$ cat src/rtl/cfg_streamer_pkg.sv
package cfg_streamer_pkg;
  localparam int unsigned BYTE_W = 8;
  localparam int unsigned BIT_W  = $clog2(BYTE_W);

  // stored image pattern: byte(a) = a*29 + 75 (mod 256)
  function automatic logic [BYTE_W-1:0] cfg_byte(input logic [31:0] a);
    logic [31:0] v;
    v = (a * 32'd29) + 32'd75;
    return v[BYTE_W-1:0];
  endfunction
endpackage

$ cat src/rtl/cfg_mem.sv
module cfg_mem
  import cfg_streamer_pkg::*;
#(
  parameter int unsigned ADDR_W = 20
) (
  input  logic              clk_i,
  input  logic              rst_ni,
  input  logic [ADDR_W-1:0] rd_addr_i,
  output logic [BYTE_W-1:0] rd_data_o
);
  always_ff @(posedge clk_i or negedge rst_ni) begin
    if (!rst_ni) rd_data_o <= cfg_byte(32'd0);
    else         rd_data_o <= cfg_byte(32'(rd_addr_i));
  end
endmodule

$ cat src/rtl/cfg_addr_ctr.sv
module cfg_addr_ctr
  import cfg_streamer_pkg::*;
#(
  parameter int unsigned ADDR_W    = 20,
  parameter int unsigned LAST_ADDR = 1048575
) (
  input  logic              clk_i,
  input  logic              rst_ni,
  input  logic              clr_i,
  input  logic              step_i,
  input  logic              par_i,
  output logic [ADDR_W-1:0] addr_o,
  output logic [ADDR_W-1:0] addr_nxt_o,
  output logic [BIT_W-1:0]  bit_o,
  output logic              done_o,
  output logic              done_nxt_o
);
  localparam logic [ADDR_W-1:0] LastA   = ADDR_W'(LAST_ADDR);
  localparam logic [BIT_W-1:0]  LastBit = BIT_W'(BYTE_W - 1);

  logic [ADDR_W-1:0] addr_q, addr_d;
  logic [BIT_W-1:0]  bit_q, bit_d;
  logic              done_q, done_d;

  always_comb begin
    addr_d = addr_q;
    bit_d  = bit_q;
    done_d = done_q;
    if (clr_i) begin
      addr_d = '0;
      bit_d  = '0;
      done_d = 1'b0;
    end else if (step_i && !done_q) begin
      if (par_i || bit_q == LastBit) begin
        bit_d = '0;
        if (addr_q == LastA) done_d = 1'b1;
        else                 addr_d = addr_q + 1'b1;
      end else begin
        bit_d = bit_q + 1'b1;
      end
    end
  end

  always_ff @(posedge clk_i or negedge rst_ni) begin
    if (!rst_ni) begin
      addr_q <= '0;
      bit_q  <= '0;
      done_q <= 1'b0;
    end else begin
      addr_q <= addr_d;
      bit_q  <= bit_d;
      done_q <= done_d;
    end
  end

  assign addr_o     = addr_q;
  assign addr_nxt_o = addr_d;
  assign bit_o      = bit_q;
  assign done_o     = done_q;
  assign done_nxt_o = done_d;

  AST_DONE_AT_LAST: assert property (@(posedge clk_i) disable iff (!rst_ni)
    done_q |-> addr_q == LastA);
  AST_CLR_ZERO: assert property (@(posedge clk_i) disable iff (!rst_ni)
    clr_i |=> (addr_q == '0 && bit_q == '0 && !done_q));
endmodule

$ cat src/rtl/cfg_clk_ctl.sv
module cfg_clk_ctl #(
  parameter int unsigned TAIL_CYC = 8
) (
  input  logic clk_i,
  input  logic rst_ni,
  input  logic active_i,
  input  logic oe_i,
  input  logic done_nxt_i,
  output logic run_o,
  output logic clk_en_o
);
  localparam int unsigned TW = $clog2(TAIL_CYC + 1);
  localparam logic [TW-1:0] TailLd = TW'(TAIL_CYC);

  logic          run_q;
  logic [TW-1:0] tail_q;

  always_ff @(posedge clk_i or negedge rst_ni) begin
    if (!rst_ni) begin
      run_q  <= 1'b0;
      tail_q <= '0;
    end else begin
      run_q <= active_i && !done_nxt_i;
      if (!oe_i || active_i) tail_q <= '0;
      else if (run_q)        tail_q <= TailLd;   // chip enable just rose mid-stream
      else if (tail_q != '0) tail_q <= tail_q - 1'b1;
    end
  end

  assign run_o    = run_q;
  assign clk_en_o = oe_i && (run_q || tail_q != '0);

  AST_OE_KILL: assert property (@(posedge clk_i) disable iff (!rst_ni)
    !oe_i |=> (!run_q && tail_q == '0));
  AST_TAIL_MAX: assert property (@(posedge clk_i) disable iff (!rst_ni)
    tail_q <= TailLd);
  AST_TAIL_SRC: assert property (@(posedge clk_i) disable iff (!rst_ni)
    $rose(tail_q != '0) |-> $past(run_q));
endmodule

$ cat src/rtl/cfg_streamer.sv
module cfg_streamer
  import cfg_streamer_pkg::*;
#(
  parameter int unsigned ADDR_W    = 20,
  parameter int unsigned LAST_ADDR = 1048575,
  parameter int unsigned TAIL_CYC  = 8
) (
  input  logic              clk_i,
  input  logic              rst_ni,
  input  logic              ce_ni,
  input  logic              oe_rst_ni,
  input  logic              busy_i,
  input  logic              par_mode_i,
  output logic [BYTE_W-1:0] dout_o,
  output logic              dout_en_o,
  output logic              clkout_o,
  output logic              clkout_en_o,
  output logic              ceo_o
);
  localparam logic [BIT_W-1:0] MsbIdx = BIT_W'(BYTE_W - 1);

  logic              active, run, step;
  logic [ADDR_W-1:0] addr_q, addr_nxt;
  logic [BIT_W-1:0]  bit_q;
  logic              done_q, done_nxt;
  logic [BYTE_W-1:0] mem_q;
  logic              ser_bit;

  assign active = !ce_ni && oe_rst_ni;
  // first enabled edge only starts CLKOUT; data advances from the next one
  assign step   = active && run && !busy_i;

  cfg_addr_ctr #(.ADDR_W(ADDR_W), .LAST_ADDR(LAST_ADDR)) ctr_i (
    .clk_i      (clk_i),
    .rst_ni     (rst_ni),
    .clr_i      (!active),
    .step_i     (step),
    .par_i      (par_mode_i),
    .addr_o     (addr_q),
    .addr_nxt_o (addr_nxt),
    .bit_o      (bit_q),
    .done_o     (done_q),
    .done_nxt_o (done_nxt)
  );

  cfg_mem #(.ADDR_W(ADDR_W)) mem_i (
    .clk_i     (clk_i),
    .rst_ni    (rst_ni),
    .rd_addr_i (addr_nxt),
    .rd_data_o (mem_q)
  );

  cfg_clk_ctl #(.TAIL_CYC(TAIL_CYC)) clk_i_ctl (
    .clk_i      (clk_i),
    .rst_ni     (rst_ni),
    .active_i   (active),
    .oe_i       (oe_rst_ni),
    .done_nxt_i (done_nxt),
    .run_o      (run),
    .clk_en_o   (clkout_en_o)
  );

  assign ser_bit   = mem_q[MsbIdx - bit_q];
  assign dout_en_o = active && !done_q;
  assign ceo_o     = !(active && done_q);
  assign clkout_o  = clk_i & clkout_en_o;

  always_comb begin
    if (!dout_en_o)     dout_o = '0;
    else if (par_mode_i) dout_o = mem_q;
    else                 dout_o = {{(BYTE_W-1){1'b0}}, ser_bit};
  end

  AST_MEM_TRACK: assert property (@(posedge clk_i) disable iff (!rst_ni)
    mem_q == cfg_byte(32'(addr_q)));
  AST_BUSY_HOLD: assert property (@(posedge clk_i) disable iff (!rst_ni)
    (busy_i && active) |=> ($stable(addr_q) && $stable(bit_q)));
endmodule

$ cat config.mk
export PLATFORM = sky130hd
export DESIGN_NAME = cfg_streamer
export DESIGN_NICKNAME = d
export VERILOG_FILES = /design/src/rtl/cfg_streamer_pkg.sv /design/src/rtl/cfg_mem.sv /design/src/rtl/cfg_addr_ctr.sv /design/src/rtl/cfg_clk_ctl.sv /design/src/rtl/cfg_streamer.sv
export SDC_FILE = /design/constraint.sdc
export NUM_CORES = 1
export LEC_CHECK = 0
export CORE_ASPECT_RATIO = 1.4
export CORE_MARGIN = 5
export CORE_UTILIZATION = 45
export DETAILED_ROUTE_END_ITERATION = 12
export GPL_ROUTABILITY_DRIVEN = 0
export PLACE_DENSITY_LB_ADDON = 0.1
export SLEW_MARGIN = 20
export SYNTH_ARGS = -nofsm -noshare
export SYNTH_HDL_FRONTEND = slang
export SYNTH_SLANG_ARGS = --single-unit
$ cat constraint.sdc
create_clock -name clk_i -period 4.8 [get_ports clk_i]
set_input_delay 0.72 -clock clk_i [delete_from_list [all_inputs] [get_ports clk_i]]
set_output_delay 0.72 -clock clk_i [all_outputs]
set_load 0.02 [all_outputs]
== Word level (Yosys, flattened, before mapping) ==
Index checks and enable logic that the tools add are counted.
W data, S select, Z words.

* Bits in registers: 37
* Bits in latches: 0
* Bits in writable memories: 0
* ROM bits: 0
* Bits of input ports: 6
* Output and inout port bits: 12
* Word-level logic and storage cells: 54
* Memories: 0

* Add/subtract/negate cells: 5
* Multipliers: 1
* Divide/modulo/power cells: 0
* Order comparisons: 1
* Equality and inequality tests: 3
* Shifts and indexed selects: 0
* Muxes and demuxes: 18
* Bitwise gates (word level): 1
* Reduce and logical (&&, ||, !) cells: 19

{| class="wikitable"
|+ Operators with widths
! operator !! count
|-
| $mux W20 || 4
|-
| $add A20 B1 Y20 const B || 1
|-
| $eq A20 B20 Y1 const B || 1
|-
| $mul A20 B5 Y8 const B || 1
|-
| $mux W8 || 2
|-
| $mux W4 || 3
|-
| $mux W3 || 3
|-
| $add A8 B7 Y8 const B || 1
|-
| $logic_and A1 B1 Y1 || 8
|-
| $logic_not A1 Y1 || 6
|-
| $mux W1 || 5
|-
| $lt A3 B4 Y1 const B || 1
|-
| $reduce_bool A4 Y1 || 1
|-
| $sub A4 B1 Y4 const B || 1
|-
| $add A3 B1 Y3 const B || 1
|-
| $bmux W1 S3 || 1
|-
| $eq A3 B3 Y1 const B || 1
|-
| $logic_or A1 B1 Y1 || 3
|-
| $reduce_bool A3 Y1 || 1
|-
| $sub A3 B3 Y3 const A || 1
|-
| $ne A2 B1 Y1 const B || 1
|-
| $and A1 B1 Y1 || 1
|}

== Depth between registers and ports, before layout ==
* Depth in word-level cells: 9
* Gate-level depth with buffers: 20
* Gate-level depth less buffers: 20

== Modules after synthesis ==
From an unflattened synthesis, not the netlist that was laid out.

* Cell total of the unflattened synthesis: 253
* Area total of the unflattened synthesis: 2581.2 µm²

{| class="wikitable"
|+ By module, submodules not included
! module !! instances !! cells each !! area an instance (µm²) !! seq. area each (µm²)
|-
| cfg_addr_ctr || 1 || 138 || 1358.8 || 600.6
|-
| cfg_mem || 1 || 68 || 780.7 || 205.2
|-
| cfg_clk_ctl || 1 || 24 || 265.3 || 125.1
|-
| cfg_streamer || 1 || 23 || 176.4 || 0.0
|}

==> reports/metrics.cfg <==
[pwr]
p_int_mw = 0.499
pwr-share-comb_pct = 8.2
pwr-share-seq_pct = 49.2
swShare_pct = 22.7
p_leak_nw = 1.51
cellPowerDensity_nw_per_um2 = 204
p_switching_mw = 0.147
clockPowerShare_pct = 42.6
ir_drop_uv = 104

[cells_and_area]
drive_above_1_share_pct = 25.6
fin_nets = 338
antennaDiodeCount = 0
fin_util_pct = 60.8
syn_to_final_growth_pct = 29.9

[drt]
drc_errors = 0
wl_per_cell_um = 13.0
viasPerCell = 4.90
drt_iter0_markers = 36
routed_wirelength_mm = 4.84
num_vias = 1817
ant_nets = 0
drt_first_pass_iters = 4

[timing]
rsz0062_at_grt = true
setup_viol = 0
fin_skew_ps = 1.91
timing.hold.ws_ps = 410
tns_ps = 0
drv_slew = 0
slew_headroom_pct = 47.2
fin_crit_sh_pct = 96.8
post-route-min-period_ps = 4640
fmax_mhz = 215
tightest_slew_ps = 793
final_hold_viol_count = 0

[synth]
syn_area_sq_um = 2430
synth_seq_cells = 37
seq_area_frac_synth_pct = 38.3
synth_edf_count = 0
synth_cell_types = 42
syn_inst = 242
synth_warnings = 0
synthArstFlopShare_pct = 100
syn_nets = 276
ys.flop_type = dfrtp_1
avgSynthCellArea_sq_um = 10.1

[floorplan]
die_area_sq_um = 7000
core_sq_um = 5200
die_h_um = 97.0
start_util_pct = 46.8
io_pins = 18
die_w_um = 72.2
rows = 31

[global_routing]
grt_busiest_layer = met2
grt_pass1_vias = 1938
grt.overflow.total = 0
use_met3_pct = 4.46
use_met2_pct = 27.6
antenna_found_initial = 0
gr-usage-met1_pct = 17.9
grt_usage_pct = 15.8
grt_max_degree = 38
grt_pass1_wl_mm = 8.63

[worst_setup_path]
path_common_cell = fa_1
cp_num_buf_inv = 2
crit_path_end = mem_i.rd_data_o[7]$_DFF_PN0_
worstSetupPathType = input pin to flop
cp_slowest_cell = fa_1
critPathRequiredTime_ps = 5070
rrSetupSlack_ps = 180
max_stage_delay_ps = 530
rr_worst_depth = 17
path_delay_family = adder cells
end_kind = flop
cp-startpoint = ce_ni
cp_cell_sequence = buf_6 -> or3b_4 -> or3_4 -> a21oi_4 -> nand2_2 -> xor2_2 -> nand2b_4 -> fa_1 -> inv_2 -> fa_1 -> fa_1 -> ha_4 -> a211oi_2 -> o21bai_1 -> a21oi_1 -> xnor2_1 -> xnor2_1 -> xnor3_1
arrival_ps = 4910
cp-start-kind = input pin
worst-path-max-fanout = 3
r2r-end = mem_i.rd_data_o[7]$_DFF_PN0_
cp.depth = 18
timing.rr.start = ctr_i.done_o$_DFF_PN0_

[placement]
numPortBuffers = 17
hpwl_mm = 3.78

[min_path]
hold_class = input pin to asynchronous set/reset pin

[run]
drv_cap = 0

[clock_tree]
clk_latency_ps = 390
cts_hold_buf = 0
cts_tree = done
clk_transition_reported_paths_ps = 70

[run_status]
status = completed

==> cells by family after synthesis <==
group | synth area share [%]
adders and majority gates | 16.6
AOI/OAI and AO/OA | 7.51
muxes | 3.08
and+or+nand+nor | 19.9
buffers and inverters | 3.70
DFF | 38.3
xor gates and xnor gates | 11.0
==> final cells by class <==
| class | count | area, sq um |
|---|---|---|
| Timing Repair Buffer | 56 | 460 |
| Tap cell | 66 | 82.6 |
| Clock buffer | 12 | 131 |
| Multi-Input combinational cell | 182 | 1490 |
| Fill cell | 470 | 2040 |
| Sequential cell | 37 | 932 |
| Inverter | 18 | 67.6 |
==> what timing repair did <==
action | in CTS | in global routing
pin swaps | 13 | 12
hold endpoints to repair | 0 | 0
resized for setup | 7 | 9
buffers inserted | 3 | 4
endpoints found under the setup margin | 1 | 1
==> worst min path at each step <==
stage,cells past startpoint,from,to,slack [ps]
after global routing,1,rst_ni,ctr_i.bit_o[0]$_DFFE_PN0P_,490
after detailed placement,2,ctr_i.addr_o[8]$_DFFE_PN0P_,ctr_i.addr_o[8]$_DFFE_PN0P_,530
final,1,rst_ni,clk_i_ctl.tail_q[2]$_DFFE_PN0P_,410
after floorplan,0,rst_ni,clk_i_ctl.run_o$_DFF_PN0_,420
after global placement,2,ctr_i.done_o$_DFF_PN0_,ctr_i.done_o$_DFF_PN0_,520
after CTS,1,rst_ni,ctr_i.bit_o[0]$_DFFE_PN0P_,440
==> state kept, by name, summed over array words and instances (netlist names) <==
signal	cells
ctr_i.done_o	1
clk_i_ctl.run_o	1
ctr_i.addr_o	20
mem_i.rd_data_o	8
clk_i_ctl.tail_q	4
ctr_i.bit_o	3
==> synth_stat cells (3+ instances only) <==
cell,n,area share [%]
a211oi_1,3,0.93
inv_1,18,2.8
nand2_1,19,2.9
nor3_1,3,0.62
fa_1,7,5.8
nand3_1,5,1.0
nand4_1,4,1.0
dfstp_2,4,4.3
ha_1,21,11
nor2_1,34,5.2
xnor2_1,15,5.4
mux2i_1,3,1.2
xor2_1,13,4.7
a21oi_1,11,2.3
and3_1,11,2.8
nand2b_1,3,0.77
clkbuf_1,4,0.62
dfrtp_1,33,34
==> power groups by stage <==
| stage | Combinational, mW | Sequential, mW | Clock, mW |
|---|---|---|---|
| 6_report | 0.0528 | 0.318 | 0.275 |
| 5_1_grt | 0.0593 | 0.318 | 0.303 |
| 4_1_cts | 0.0530 | 0.317 | 0.286 |
| 3_5_place_dp | 0.0526 | 0.323 | 0.00806 |
| 3_3_place_gp | 0.0520 | 0.323 | 0.00806 |
| 2_1_floorplan | 0.0258 | 0.323 | 0.00430 |
==> cell usage in the layout, fill, tap and decap left out, drive strengths merged, types with 2 or more instances in the layout <==
master         instances
nor3                   3
and3                  11
nor2b                  2
clkbuf                12
xor2                  13
dfstp                  4
buf                   42
and4                   2
a211oi                 4
nand2                 19
dlymetal6s2s           2
dfrtp                 33
clkdlybuf4s50         12
nand3b                 2
nand3                  5
fa                     7
nand2b                 3
xnor2                 15
nor2                  35
nand4                  4
a21oi                 12
mux2i                  3
and2                   2
ha                    21
a21o                   2
o21a                   2
mux4                   2
inv                   18
nor4                   2
==> worst register-to-register path: stages (launching register included) <==
cell and delay (ps):
dfrtp_1 400, or3b_4 390, or3_4 390, a21oi_4 210
nand2_2 100, xor2_2 150, nand2b_4 150, fa_1 530
inv_2 50, fa_1 490, fa_1 460, ha_4 200
a211oi_2 190, o21bai_1 100, a21oi_1 160, xnor2_1 150
xnor2_1 150, xnor3_1 230
==> metal layers <==
layer	vias up	wire length [um]
li1	927	-
met1	861	1970
met2	20	2640
met3	9	151
met4	0	74
met5	-	0
==> per-stage QoR <==
stage	instances	power, mW	worst slack, ps	area, sq um
6_report	371	0.646	155	3160
5_1_grt	371	0.680	-2.76	3160
4_1_cts	367	0.656	1.30	3110
3_5_place_dp	353	0.384	-593	2960
3_3_place_gp	353	0.383	-500	2960
2_1_floorplan	242	0.353	-21.3	2490
(Power assumes the default switching activity.)
